**src/rtl/nand_ecc_pkg.sv**
```systemverilog
package nand_ecc_pkg;

    // Verdict coding seen on the status ports
    typedef enum logic [1:0] {
        ST_CLEAN    = 2'd0,
        ST_FIXED    = 2'd1,
        ST_ECC_ONLY = 2'd2,
        ST_BROKEN   = 2'd3
    } ecc_status_e;

    typedef enum logic [1:0] {
        S_IDLE    = 2'd0,
        S_SCAN_LO = 2'd1,
        S_SCAN_HI = 2'd2,
        S_REPORT  = 2'd3
    } fixer_state_e;

endpackage

```
**src/rtl/ecc_classify.sv**
```systemverilog
module ecc_classify
    import nand_ecc_pkg::*;
#(
    parameter int CODE_W = 22
) (
    input  logic [CODE_W-1:0]   calc,
    input  logic [CODE_W-1:0]   stored,
    output ecc_status_e         verdict,
    output logic [CODE_W/2-1:0] loc
);
    localparam int HALF_W = CODE_W / 2;
    localparam int CNT_W  = $clog2(CODE_W + 1);

    logic [CODE_W-1:0] syn;
    logic [HALF_W-1:0] pair;
    logic [CNT_W-1:0]  ones;

    always_comb begin
        syn  = calc ^ stored;
        pair = syn[HALF_W-1:0] ^ syn[CODE_W-1:HALF_W];
        ones = '0;
        for (int i = 0; i < CODE_W; i++) begin
            ones = ones + CNT_W'(syn[i]);
        end
    end

    always_comb begin
        loc = '0;
        if (syn == '0 || calc == '0 || stored == '0) begin
            verdict = ST_CLEAN;
        end else if (ones == CNT_W'(1)) begin
            verdict = ST_ECC_ONLY;
        end else if (ones == CNT_W'(HALF_W) && pair == '1) begin
            verdict = ST_FIXED;
            loc     = syn[HALF_W-1:0];
        end else begin
            verdict = ST_BROKEN;
        end
    end

endmodule

```
**src/rtl/ecc_rmw_flip.sv**
```systemverilog
module ecc_rmw_flip #(
    parameter int CHUNKS = 2,
    parameter int BYTE_W = 8,
    parameter int DATA_W = 8
) (
    input  logic [$clog2(CHUNKS)-1:0]                 sel,
    input  logic [BYTE_W-1:0]                         addr_byte,
    input  logic [CHUNKS-1:0]                         fixed,
    input  logic [CHUNKS-1:0][BYTE_W-1:0]             byte_idx,
    input  logic [CHUNKS-1:0][$clog2(DATA_W)-1:0]     bit_idx,
    input  logic [DATA_W-1:0]                         din,
    output logic [DATA_W-1:0]                         dout
);
    localparam int SEL_W = $clog2(CHUNKS);

    logic [CHUNKS-1:0]             hit;
    logic [CHUNKS-1:0][DATA_W-1:0] mask;
    logic [DATA_W-1:0]             acc;

    for (genvar g = 0; g < CHUNKS; g++) begin : g_chunk
        assign hit[g]  = fixed[g] && (sel == SEL_W'(g)) && (addr_byte == byte_idx[g]);
        assign mask[g] = hit[g] ? (DATA_W'(1) << bit_idx[g]) : '0;
    end

    always_comb begin
        acc = '0;
        for (int k = 0; k < CHUNKS; k++) begin
            acc = acc | mask[k];
        end
        dout = din ^ acc;
    end


    always_comb begin
        single_flip_chk: assert ($countones(dout ^ din) <= 1)
            else $error("more than one bit changed on the repair path");
    end

endmodule

```
**src/rtl/nand_ecc_fixer.sv**
```systemverilog
module nand_ecc_fixer
    import nand_ecc_pkg::*;
#(
    parameter int CODE_W = 22,
    parameter int DATA_W = 8
) (
    input  logic                                   clk,
    input  logic                                   rst_n,
    input  logic                                   start,
    input  logic                                   wide,
    input  logic [CODE_W-1:0]                      calc_lo,
    input  logic [CODE_W-1:0]                      stored_lo,
    input  logic [CODE_W-1:0]                      calc_hi,
    input  logic [CODE_W-1:0]                      stored_hi,
    input  logic [CODE_W/2-$clog2(DATA_W):0]       rmw_addr,
    input  logic [DATA_W-1:0]                      rmw_in,
    output logic [DATA_W-1:0]                      rmw_out,
    output logic                                   busy,
    output logic                                   done,
    output logic                                   fail,
    output logic [1:0]                             status_lo,
    output logic [CODE_W/2-$clog2(DATA_W)-1:0]     byte_lo,
    output logic [$clog2(DATA_W)-1:0]              bit_lo,
    output logic [1:0]                             status_hi,
    output logic [CODE_W/2-$clog2(DATA_W)-1:0]     byte_hi,
    output logic [$clog2(DATA_W)-1:0]              bit_hi
);
    localparam int CHUNKS = 2;
    localparam int HALF_W = CODE_W / 2;
    localparam int BIT_W  = $clog2(DATA_W);
    localparam int BYTE_W = HALF_W - BIT_W;

    fixer_state_e state, nxt;

    logic                          wide_q;
    logic [CHUNKS-1:0][CODE_W-1:0] calc_q;
    logic [CHUNKS-1:0][CODE_W-1:0] stored_q;
    ecc_status_e                   stat_q [CHUNKS];
    logic [CHUNKS-1:0][HALF_W-1:0] loc_q;
    logic                          fail_q;

    logic                          pick_hi;
    ecc_status_e                   cls_verdict;
    logic [HALF_W-1:0]             cls_loc;

    // ---------------- state register ----------------
    always_ff @(posedge clk) begin
        if (!rst_n) state <= S_IDLE;
        else        state <= nxt;
    end

    always_comb begin
        nxt = state;
        unique case (state)
            S_IDLE:    if (start) nxt = S_SCAN_LO;
            S_SCAN_LO: nxt = wide_q ? S_SCAN_HI : S_REPORT;
            S_SCAN_HI: nxt = S_REPORT;
            S_REPORT:  nxt = S_IDLE;
            default:   nxt = S_IDLE;
        endcase
    end

    // ---------------- shared classifier ----------------
    assign pick_hi = (state == S_SCAN_HI);

    ecc_classify #(.CODE_W(CODE_W)) u_cls (
        .calc    (pick_hi ? calc_q[1]   : calc_q[0]),
        .stored  (pick_hi ? stored_q[1] : stored_q[0]),
        .verdict (cls_verdict),
        .loc     (cls_loc)
    );

    // ---------------- result registers ----------------
    always_ff @(posedge clk) begin
        if (!rst_n) begin
            wide_q   <= 1'b0;
            calc_q   <= '0;
            stored_q <= '0;
            loc_q    <= '0;
            fail_q   <= 1'b0;
            for (int k = 0; k < CHUNKS; k++) stat_q[k] <= ST_CLEAN;
        end else begin
            unique case (state)
                S_IDLE: begin
                    if (start) begin
                        wide_q      <= wide;
                        calc_q[0]   <= calc_lo;
                        stored_q[0] <= stored_lo;
                        calc_q[1]   <= calc_hi;
                        stored_q[1] <= stored_hi;
                        loc_q       <= '0;
                        fail_q      <= 1'b0;
                        for (int k = 0; k < CHUNKS; k++) stat_q[k] <= ST_CLEAN;
                    end
                end
                S_SCAN_LO: begin
                    stat_q[0] <= cls_verdict;
                    loc_q[0]  <= cls_loc;
                    fail_q    <= fail_q | cls_verdict[1];
                end
                S_SCAN_HI: begin
                    stat_q[1] <= cls_verdict;
                    loc_q[1]  <= cls_loc;
                    fail_q    <= fail_q | cls_verdict[1];
                end
                S_REPORT: begin
                end
                default: begin
                end
            endcase
        end
    end

    // ---------------- outputs ----------------
    logic [CHUNKS-1:0]             fixed_vec;
    logic [CHUNKS-1:0][BYTE_W-1:0] byte_pk;
    logic [CHUNKS-1:0][BIT_W-1:0]  bit_pk;

    for (genvar g = 0; g < CHUNKS; g++) begin : g_out
        assign fixed_vec[g] = (stat_q[g] == ST_FIXED);
        assign byte_pk[g]   = loc_q[g][HALF_W-1:BIT_W];
        assign bit_pk[g]    = loc_q[g][BIT_W-1:0];
    end

    assign busy      = (state != S_IDLE);
    assign done      = (state == S_REPORT);
    assign fail      = fail_q;
    assign status_lo = stat_q[0];
    assign status_hi = stat_q[1];
    assign byte_lo   = byte_pk[0];
    assign bit_lo    = bit_pk[0];
    assign byte_hi   = byte_pk[1];
    assign bit_hi    = bit_pk[1];

    ecc_rmw_flip #(.CHUNKS(CHUNKS), .BYTE_W(BYTE_W), .DATA_W(DATA_W)) u_flip (
        .sel       (rmw_addr[BYTE_W]),
        .addr_byte (rmw_addr[BYTE_W-1:0]),
        .fixed     (fixed_vec),
        .byte_idx  (byte_pk),
        .bit_idx   (bit_pk),
        .din       (rmw_in),
        .dout      (rmw_out)
    );

    // ---------------- assertions ----------------

    start_accept_chk: assert property (@(posedge clk) disable iff (!rst_n)
        (!busy && start) |=> (busy && !done));


    busy_hold_chk: assert property (@(posedge clk) disable iff (!rst_n)
        busy |=> ($stable(calc_q) && $stable(stored_q) && $stable(wide_q)));


    done_pulse_chk: assert property (@(posedge clk) disable iff (!rst_n)
        done |=> !done);


    idx_zero_chk: assert property (@(posedge clk) disable iff (!rst_n)
        (status_lo != 2'd1) |-> (byte_lo == '0 && bit_lo == '0));


    narrow_hi_chk: assert property (@(posedge clk) disable iff (!rst_n)
        (done && !wide_q) |-> (status_hi == 2'd0));


    fail_or_chk: assert property (@(posedge clk) disable iff (!rst_n)
        done |-> (fail == (status_lo[1] | status_hi[1])));

endmodule

```
**config.mk**
```make
export PLATFORM = sky130hd
export DESIGN_NAME = nand_ecc_fixer
export DESIGN_NICKNAME = d
export VERILOG_FILES = /design/src/rtl/nand_ecc_pkg.sv /design/src/rtl/ecc_classify.sv /design/src/rtl/ecc_rmw_flip.sv /design/src/rtl/nand_ecc_fixer.sv
export SDC_FILE = /design/constraint.sdc
export NUM_CORES = 1
export LEC_CHECK = 0
export ABC_CLOCK_PERIOD_IN_PS = 7900
export BUFFER_PORTS_ARGS = -buffer_cell sky130_fd_sc_hd__buf_2
export CELL_PAD_IN_SITES_DETAIL_PLACEMENT = 0
export CELL_PAD_IN_SITES_GLOBAL_PLACEMENT = 1
export CORE_MARGIN = 2
export CORE_UTILIZATION = 42
export CTS_BUF_LIST = sky130_fd_sc_hd__clkbuf_8
export DETAILED_ROUTE_END_ITERATION = 7
export PLACE_DENSITY_LB_ADDON = 0.1
export SLEW_MARGIN = 0
export SYNTH_ARGS = -nofsm -noshare
export SYNTH_HDL_FRONTEND = slang
export SYNTH_SLANG_ARGS = --single-unit
```
**constraint.sdc**
```tcl
create_clock -name clk -period 7.9 [get_ports clk]
set_input_delay 0.79 -clock clk [delete_from_list [all_inputs] [get_ports clk]]
set_output_delay 0.79 -clock clk [all_outputs]
set_load 0.005 [all_outputs]
```
# Word-level counts from Yosys, hierarchy flattened
# Memory sizes are Yosys's and may differ from the RTL's.
# Cells that the tools add are included.
# word_totals
out_inout_bits,37
input_bits,109
reg_bits,114
ramBits,4
mem_count,1
# memory_table
name,depth,width,rd,rd_ports_with_merged_regs,write_ports,line,source
stat_q,2,2,2,0,2,nand_ecc_fixer.sv:38,ecc_status_e stat_q [CHUNKS];
# op_classes
bitwise,10
n_mux,33
n_eq_ne,11
shifts,2
n_reduce_logical,20
add_sub_neg,21
# op_table
operator,count
adder 5 x 1 -> 5 bit,20
logical NOT 22 bit,3
2-to-1 mux 22 bit,3
one-hot mux 11 bit (2 select lines),2
2-to-1 mux 11 bit,3
XOR 22 bit,1
== test 8 bit,2
2-to-1 mux 2 bit,8
2-to-1 mux 8 bit,2
"<< shifter 1 x 3 -> 8 bit, first input constant",2
2-to-1 mux 1 bit,13
"== test 11 bit, second input constant",1
XOR 11 bit,1
bitwise OR 8 bit,1
one-hot mux 2 bit (4 select lines),1
AND reduction 2 bit,4
nonzero test 2 bit,4
XOR 8 bit,1
"== test 2 x 1 -> 1 bit, second input constant",3
"== test 5 x 1 -> 1 bit, second input constant",1
"== test 5 x 4 -> 1 bit, second input constant",1
logical AND 1 bit,5
bitwise OR 1 bit,5
"== test 2 bit, second input constant",2
other kinds (7),8

# Depth between registers and ports, before layout
# Gate-level depths: netlist of the first run.
# logic_depth
ltp_word,31
depth_mapped,26
ltp_nobuf,23

# Modules after synthesis
# From an unflattened synthesis of the first run, not the netlist that was laid out.
# unflattened
cells_unflattened,764
area_unflattened_um2,6616.3
# by_module_without_submodules
mod,area_each_um2,cells_per_inst,instances,seq_area_each_um2
nand_ecc_fixer,4969.8,577,1,2402.3
ecc_classify,1227.4,135,1,0.0
ecc_rmw_flip,419.2,52,1,0.0

# Worst setup path before layout of the first run
# No wires, ideal clock.
# synth_timing
path_kind,reg-to-reg
start,register state[0]
end,"register loc_q, in the netlist byte_hi[3]"
arrival_time_ns,6.143
path_buffers,3
synth_period_minus_slack_ns,6.212
slack_ns,1.688
required_ns,7.831
path_stages_with_launch,26
setup_time_ns,0.069
cell_sequence,dfxtp_1 -> inv_1 -> ha_1 -> buf_6 -> buf_2 -> nor2_1 -> a21oi_2 -> inv_1 -> ha_1 -> inv_1 -> fa_1 -> fa_1 -> fa_1 -> fa_1 -> inv_1 -> fa_1 -> inv_1 -> fa_1 -> fa_1 -> nor3b_1 -> o21ai_0 -> or3_1 -> nor4_4 -> nand4_1 -> buf_6 -> o21ai_1
# synth_via
elab_chain_len,30
elab_cells_between_ends,43
classes_between,21 x add/sub; 5 x eq/ne; 6 x mux; 2 x bitwise; 9 x reduce/logical
# synth_rtl
item,line,source
"start, declared",nand_ecc_fixer.sv:33,"fixer_state_e state, nxt;"
"start signal, assigned",nand_ecc_fixer.sv:49,else state <= nxt;
== test 2 bit,"nand_ecc_fixer.sv:64, nand_ecc_fixer.sv:83",
2-to-1 mux 22 bit (on tied branches),"nand_ecc_fixer.sv:67, nand_ecc_fixer.sv:68",
XOR 22 bit,ecc_classify.sv:19,syn = calc ^ stored;
adder 1 x 1 -> 2 bit,ecc_classify.sv:23,ones = ones + CNT_W'(syn[i]);
adder 5 x 1 -> 5 bit (20 in a row),ecc_classify.sv:23,
== test 5 x 4 -> 1 bit,ecc_classify.sv:33,end else if (ones == CNT_W'(HALF_W) && pair == '1) begin
logical AND 1 bit,ecc_classify.sv:33,
2-to-1 mux 11 bit,ecc_classify.sv:33,
2-to-1 mux 11 bit,ecc_classify.sv:31,end else if (ones == CNT_W'(1)) begin
2-to-1 mux 11 bit,ecc_classify.sv:29,if (syn == '0 || calc == '0 || stored == '0) begin
one-hot mux 11 bit (2 select lines),nand_ecc_fixer.sv:83,unique case (state)
"end, declared",nand_ecc_fixer.sv:39,logic [CHUNKS-1:0][HALF_W-1:0] loc_q;
# Several ways; a longest one is shown, not always the timed one.
# A chain may end at the register's enable or synchronous reset.

# Final worst setup path of the first run
# layout_timing
start,register state[0]
end,"register loc_q, in the netlist byte_hi[7]"
# The elaborated chain is that of the path after synthesis.

==> results of run 1 <==
kinds of logic after synthesis:
kind of cell    synth area share
mux                       0.0457
simple gates               0.197
flops                      0.373
buf+inv                   0.0470
xor+xnor                   0.109
fa+ha+maj                 0.0700
compound gates             0.158
tightest hold or removal path: stages, from the launching register on:
cell	delay, ps
dfxtp_1	330
nand2_1	60
o21ai_1	50
through the flow:
| step | std cells | util | area (um2) | power (mW) |
|---|---|---|---|---|
| after floorplan | 743 | - | 6440 | 2.26 |
| after detailed placement | 1041 | 0.480 | 7240 | 2.75 |
| after global routing | 1072 | 0.507 | 7660 | 3.63 |
| after CTS | 1072 | 0.507 | 7660 | 3.33 |
| final | 1072 | 0.507 | 7660 | 3.29 |
| after global placement | 1041 | 0.480 | 7240 | 2.66 |
worst max-delay path by stage:
stage | start | endpoint | slack, ps | cells past startpoint
2_1_floorplan | state[0] | byte_hi[3] | 1690 | 25
3_3_place_gp | state[0] | byte_hi[7] | 730 | 22
3_5_place_dp | state[0] | byte_hi[7] | 510 | 22
4_1_cts | state[0] | byte_hi[7] | 480 | 22
5_1_grt | state[0] | byte_hi[7] | 30 | 22
6_report | state[0] | byte_hi[7] | 520 | 20
state kept, by name (all words and copies together), names as in the netlist:
signal / count
calc_q: 44
stored_q: 44
byte_hi: 8
byte_lo: 8
stat_q: 4
bit_hi: 3
bit_lo: 3
state: 2
fail: 1
wide_q: 1
power breakdown:
part / switching [mW] / internal (mW)
combinational: 1.13 / 0.782
clock: 0.234 / 0.340
sequential: 0.100 / 0.712
total: 1.46 / 1.83
cell type report:
type,count,area share
Clock buffer,21,0.0377
Clock inverter,10,0.0168
Inverter,29,0.0142
Multi-Input combinational cell,557,0.488
Sequential cell,118,0.314
Tap cell,188,0.0307
Timing Repair Buffer,149,0.0987
synth_stat cells (6+ instances only):
library cell	number	area [um2]
clkbuf_1	32	120
o21ai_2	12	105
inv_1	29	109
dfxtp_1	114	2280
nand2_1	214	803
nor4_1	21	131
a21boi_0	89	668
fa_1	15	300
nor2_1	7	26.3
o22ai_1	6	37.5
ha_1	12	150
nand2b_1	6	37.5
mux2i_1	14	140
xor2_1	75	657
nand4_1	12	75.1
o21ai_1	8	40.0
nor3_1	6	30.0
o21ai_0	7	35.0
routing by layer:
metal / global-route usage / up-vias
met1: 0.275 / 2522
li1: - / 2749
met4: 0.0911 / 0
met3: 0.0484 / 30
met5: 0 / -
met2: 0.371 / 157
cells in the final DEF, fill, tap and decap left out, drive strengths merged, types with 2 or more instances in the layout:
cell type and n:
a21boi 89, a21o 2, a21oi 6, a31oi 2, and3 3, buf 149
bufinv 3, clkbuf 21, clkinv 4, dfxtp 114, edfxtp 4, fa 15
ha 12, inv 31, mux2i 22, nand2 214, nand2b 6, nand3 3
nand4 12, nor2 7, nor2b 4, nor3 7, nor4 22, nor4b 3
o21ai 27, o22ai 6, o31ai 2, o32ai 2, or3 3, xnor2 5
xor2 75
==> results list, run 1 <==
- In the finished design, the share of the clock period the worst path needs comes to 0.934.
- Core Area: 15100 um2
- Post-route DRC: 0
* Layout cells sized above 1: 0.231
- In the global route stage, overall resource usage came out at 0.221.
- The Yosys step of the flow raised 0 warnings.
- Cell occurring most often along the worst timing path: fa_1
- The endpoint identified for the worst register-to-register timing path is byte_hi[7].
- Total die area: 16300 um2
- The wire-length estimate of the detail-placed layout is around 14000 um.
- Layout filler cell count: 1510
* Count of TritonRoute iterations in the first routing pass: 4
- For this block, the routed nets add up to 17500 um of wire.
- In the routed layout, each cell is associated on average with a via count of about 5.1.
* WL met2: 8320 um
- Along the worst path, the maximum fanout reaches 19.
- Count of flip-flops with a built-in enable after synthesis: 4
* Critical path endpoint category: flip-flop
* Library cell contributing the largest single delay on the critical path: ha_2
* CTS root buffer: clkbuf_8
* Post-CTS sizing: 0
* Via count of the first global-routing pass: 5356
* Clk pin slew, worst setup/hold paths: 70 ps
- The highest layer touched by signal routing is met4.
- Critical path, cell by cell: inv_1, ha_2, mux2i_1, inv_1, fa_1, inv_1, fa_1, fa_1, fa_1, inv_1, fa_1, inv_1, fa_1, fa_1, nor3b_1, o21ai_0, or3_1, nor4_4, nand4_1, o21ai_0
- Hold Worst Slack: 475 ps
- TritonCTS clock tree: done
- Combined area of the multi-input logic cells: 3740 um2
- Across the VDD grid, the largest voltage drop is 0.000290 V.
- Slowest cell delay on critical path: 670 ps
- Routed vias: approximately 5500
- RSZ-0062 raised after global routing: no
- Register bit total from synthesis: 118
- Antenna fix cells: 0
* Residual overflow from global routing: 0
- Synthesized instance count: around 740
- Average cell area after synthesis: 8.66 um2
- The worst register-to-register path has a setup slack of 520 ps.
- Die height: 128 um
- The clock reaches the later pin of the worst-skew pair after between 400 and 500 ps.
- In this run the deepest clock path goes through 2 buffers.
- Final net count: 1008
- Row generation in the floorplan step produced 45 rows.
- Area taken by flip-flops and latches: roughly 2400 um2
- Setup violations remaining at the end of the flow were counted as 0.
- Result of the run: finished, final reports clean
* DR iter-0 viols: 204
* PD cells: 430 nW/um2
* Cell depth of the worst flop-to-flop path: 20
- Slew at the pin closest to its max-slew limit: 973 ps
- Final critical path time including I/O delays and setup: 7380 ps
* Data required time of the critical path: slightly above 8000 ps
- Max-cap violation count: 0
- The count of final hold-check violations was 0.
- Entering global routing, the biggest net connects 100 pins.
- The number of buffers and inverters on the critical path is 5.
* Worst-case headroom to the max-slew limit: 0.352
* Kind of launch point of the worst setup path: flip-flop
- Proportion of register bits with asynchronous set or reset after synthesis: 0
- Synth Cell Area: approximately 6400 um2
- Part of the Yosys area used for sequential elements: 0.373
- After synthesis, the netlist uses 47 different library cells.
- Achievable clock frequency: 0.136 GHz
- CTS Buf Count: 17
- CP delay by family, top: adder cells
- Post-placement setup slack: 512 ps
* Worst Min Path Start: byte_lo[1]
- Buffers placed on the I/O ports in this run total 145.
- Area growth syn-to-layout: 19.0%
- Initial Utilization: 0.427
* Leading register cell type out of synthesis: dfxtp_1
- Residual antenna-violating net count after detailed routing: 0
- Sink of the worst hold path: byte_lo[1]
* Min-Delay Path Depth: 2
- The analysis attributes to cell leakage a power of 3.45 nW.
- Synthesized netlist net count: 879
* R2r startpoint: state[0]
* Routability cong.: 0.903
- The number of antenna violations at the first check in global routing came to 0.
* Worst hold path type: reg -> reg
- Horiz. Die Dim: between 100 and 150 um
* First-pass GRT wire length: about 28000 um
- For the final database, setup skew stands at 9.09 ps.
- The number of hold buffers added after CTS was 0.
* Final routed wire length divided by cell count: 16.4 um
- Critical path class: reg -> reg
- Maximum level of the CTS H-tree: 4
- Total clock sinks: roughly 120
- In the final timing run, aggregate negative setup slack is 0 ps.
- Routed length on met1: 7900 um
* Setup repair bufs after CTS: 0
- PnR worst setup slack: 521 ps
- Count of pins on the block boundary: 146
- Worst endpoint data arrival time: 7730 ps
- Met3 Routed Length: 861 um
* Final-report max-slew violation count: 0
Power figures use the tool's default switching activity.
==> run 2: changes to the inputs <==
Settings changed: SYNTH_HIERARCHICAL set to 1.
==> run 2 against run 1 <==
Final cell count rose by 3.4%. Setup slack improved by 130 ps. Register-to-register slack improved by 130 ps. Global-route usage fell by 1.0 points.
==> results list, run 2 <==
* Sink of the worst hold path: stored_q[32]
- Traced cell by cell, the critical path runs through inv_1, ha_2, buf_4, mux2_2, xnor2_1, ha_1, inv_1, fa_1, fa_1, fa_1, fa_1, fa_1, inv_1, fa_1, xor2_1, nor2_1, o21ai_0, nor2_1, nand2_1, nor4_1, nand3_1, a21boi_0.
- Area growth syn-to-layout: 17.4%
* Routed vias: 5623
- Counting flops with a built-in enable in the synthesized netlist gives 4.
- Fill cells in the final layout number 1573.
- Slowest cell delay on critical path: roughly 820 ps
- The setup check on the worst reg-to-reg path leaves a slack of about 650 ps.
* Critical path endpoint category: flip-flop
* First-pass GRT wire length: between 20000 and 30000 um
* CTS Buf Count: 17
- Cell depth of the worst flop-to-flop path: 22
- Total die area: 16800 um2
- Clock-pin slew was measured on the worst setup and hold paths at roughly 70 ps.
- STA classifies the critical path startpoint as a flip-flop.
- Largest cells by area after synthesis: dfxtp_1 (34%), nand2_1 (12%), mux2_2 (7.8%)
- Total power for the finished layout comes to 3.91 mW.
* Final cycle utilization of the critical path: 0.918
* Fraction of synthesized cell area taken by the top area cell type: 0.345
- Dpl cell area: 7380 um2
- Worst-case headroom to the max-slew limit: 0.327
- Part of the total power dissipated in the clock network: 0.140
- Maximum number of pins on one net before global-route repair: 91
- Setup violations remaining at the end of the flow were counted as 0.
- Average cell area after synthesis: 8.66 um2
* Residual overflow from global routing: 0
* Switching fraction of total power: 0.483
* Worst r2r dst: byte_lo[7]
- P_sw: 1.89 mW
* Final critical path time including I/O delays and setup: 7250 ps
- The startpoint identified for the worst hold timing path is stored_q[32].
- The total area inside the core boundary comes to 15300 um2.
- For the final database, setup skew stands at around 8.2 ps.
- Count of TritonRoute iterations in the first routing pass: 5
* Die height: ~130 um
- The number of pins with negative max-slew slack in the final report is 0.
- After the first detailed-routing iteration, the DRC count stood at 316.
- The flow ran to the end, and the final reports show no timing, DRC or antenna violations.
- Leading post-synthesis cells by instance count: nand2_1 (205), dfxtp_1 (114), a21oi_1 (65)
- Synthesized instance count: 764
- Data on the critical path arrives at its endpoint at 7590 ps.
- The tool flagged a number of max-cap violations equal to 0.
- The library cell used most frequently in the layout, excluding fill and tap cells, is nand2_1.
* Count of pins on the block boundary: between 100 and 150
* FP Rows: 45
* Utilization after layout: 0.507
- Final-report hold violation count: 0
- For this design the ratio of total power to cell area is around 500 nW/um2.
- After detailed routing, the wire length on met1 is 7680 um.
- Of the synthesized area, sequential elements account for 0.363.
- STA puts the critical path data required time at 8250 ps.
- Cell-internal power: 2.02 mW
- Wire length after detailed routing: 16900 um
- Synth cell types: 44
- Slew at the pin closest to its max-slew limit: between 900 and 1000 ps
- Min-Delay Path Depth: 2
* Clk buf depth: 2
- Setup repair bufs after CTS: 0
* Combinational fraction of design power: 0.664
* Library cell contributing the largest single delay on the critical path: ha_2
- Final routed wire length divided by cell count: 15.2 um
* Total clock sinks: 118
- Critical path class: reg -> reg
- The number of hold buffers added after CTS was 0.
* Share of total power in sequential cells: 0.196
* Achievable clock frequency: approximately 0.14 GHz
* Insertion delay to the later sink of the worst-skew pair: 440 ps
* Via/cell ratio: 5.07
* Cell occurring most often along the worst timing path: fa_1
- HPWL reported at the end of detailed placement: 12800 um
- Setup repair after global routing left no endpoint under its margin.
- Post-CTS sizing: 0
- After synthesis the cells add up to 6620 um2.
* Warnings, synthesis: 6
* Number of antenna violations at the first check in global routing: 0
- Critical path fanouts, max: 37
* Static power due to leakage: roughly 3.2 nW
- In the detailed route, the total length drawn on met2 is 8100 um.
- Wire segments on met3 add up to 853 um in the final route.
- The worst register-to-register path begins at state[0].
- Summed area of non-filler cells in the final layout: 7770 um2
* Leading register cell type out of synthesis: dfxtp_1
- Post-route DRC: 0
- Initial Utilization: 0.432
* TritonCTS clock tree: done
- Summed over all failing endpoints, the final setup total negative slack is 0 ps.
- 0 antenna diodes ended up in the layout.
- Largest registers ranked by flip-flop count: calc_q: 44 flops, stored_q: 44 flops
- For this run, the post-layout net count is between 1000 and 1500.
* Peak VDD IR: 0.000471 V
- Register bit total from synthesis: 118
- Worst hold path type: reg -> reg
* Aggregate global-route resource usage: 0.211
* IO buf count: 145
- Via count of the first global-routing pass: 5540
* Most frequent cells in the layout: nand2_1 (204), buf_2 (145), dfxtp_1 (114), a21oi_1 (65), mux2_2 (46)
- When the netlist entered floorplanning its net count stood at 904.
- At the end of routability-driven placement, the weighted congestion stood at between 0.8 and 0.9.
- Summed over all instances, the cell type with the most area after synthesis is dfxtp_1.
- Of the cells placed in the final design, the portion with a size suffix greater than 1 is 0.290.
* Residual antenna-violating net count after detailed routing: 0
- Top layer in use: met4
- Proportion of register bits with asynchronous set or reset after synthesis: 0
- Cell with the most instances after synthesis: nand2_1
* CTS root buffer: clkbuf_8
* Horiz. Die Dim: 130 um
- Maximum level of the CTS H-tree: 4
-- run 2: changes by cell type in the layout (fill, tap and decap cells not counted), moves of 12 or more --
cell,before,now
a21boi_0,89,41
xor2_1,75,31
xnor2_1,5,21
o21ai_2,12,0
mux2_2,0,46
nand3_1,3,24
a21oi_1,5,65
-- run 2: how the worst max path moves through the flow --
stage | start | slack (ps) | cells after the start | end
after floorplan | state[0] | 1730 | 24 | bit_lo[0]
after global placement | state[0] | 820 | 22 | byte_hi[7]
after detailed placement | state[0] | 610 | 22 | byte_lo[7]
after CTS | state[0] | 600 | 22 | byte_lo[7]
after global routing | state[0] | 70 | 21 | byte_lo[7]
final | state[0] | 650 | 22 | byte_lo[7]
-- run 2: worst max-delay path, delay by kind of cell (launching register included) --
family	cells	cell delay, ps
simple gates	5	1080
buf+inv	4	630
mux	1	380
flops	1	350
compound gates	2	370
xor+xnor	2	560
fa+ha+maj	8	3760
-- run 2: layout make-up --
| class | instances | area (um2) | share of cell area |
|---|---|---|---|
| Multi-Input combinational cell | 569 | 3840 | 0.495 |
| Sequential cell | 118 | 2400 | 0.309 |
| Timing Repair Buffer | 149 | 756 | 0.0973 |
| Tap cell | 211 | 264 | 0.0340 |
| Clock buffer | 18 | 248 | 0.0319 |
| Clock inverter | 13 | 140 | 0.0180 |
| Inverter | 30 | 113 | 0.0145 |
-- run 2: power groups by stage --
stage | Sequential, mW | Clock [mW] | Combinational (mW)
global route | 0.780 | 0.588 | 2.95
CTS | 0.768 | 0.562 | 2.61
detailed placement | 0.780 | 0 | 2.60
floorplan | 0.761 | 0 | 2.05
finish | 0.766 | 0.548 | 2.60
global placement | 0.777 | 0 | 2.54
-- run 2: per-layer routing --
layer  up-vias  GRT usage
li1       2813          -
met1      2638      0.276
met2       154      0.349
met3        18     0.0405
met4         0     0.0753
met5         -          0
-- run 2: metrics by stage --
| step | setup slack [ps] | instances | hold WS, ps |
|---|---|---|---|
| after CTS | 595 | 1108 | 457 |
| after global placement | 818 | 1077 | 443 |
| after detailed placement | 613 | 1077 | 448 |
| after floorplan | 1730 | 764 | 433 |
| final | 652 | 1108 | 455 |
| after global routing | 71.7 | 1108 | 466 |
-- run 2: cell families after synthesis --
family | after synthesis | share of synthesized area
adder cells (fa/ha/maj) | 31 | 0.0756
buffers and inverters | 77 | 0.0567
AND/OR/NAND/NOR | 302 | 0.213
multiplexers | 49 | 0.0828
flip-flops | 118 | 0.363
XOR/XNOR | 59 | 0.0860
AO/OA/AOI/OAI | 128 | 0.123
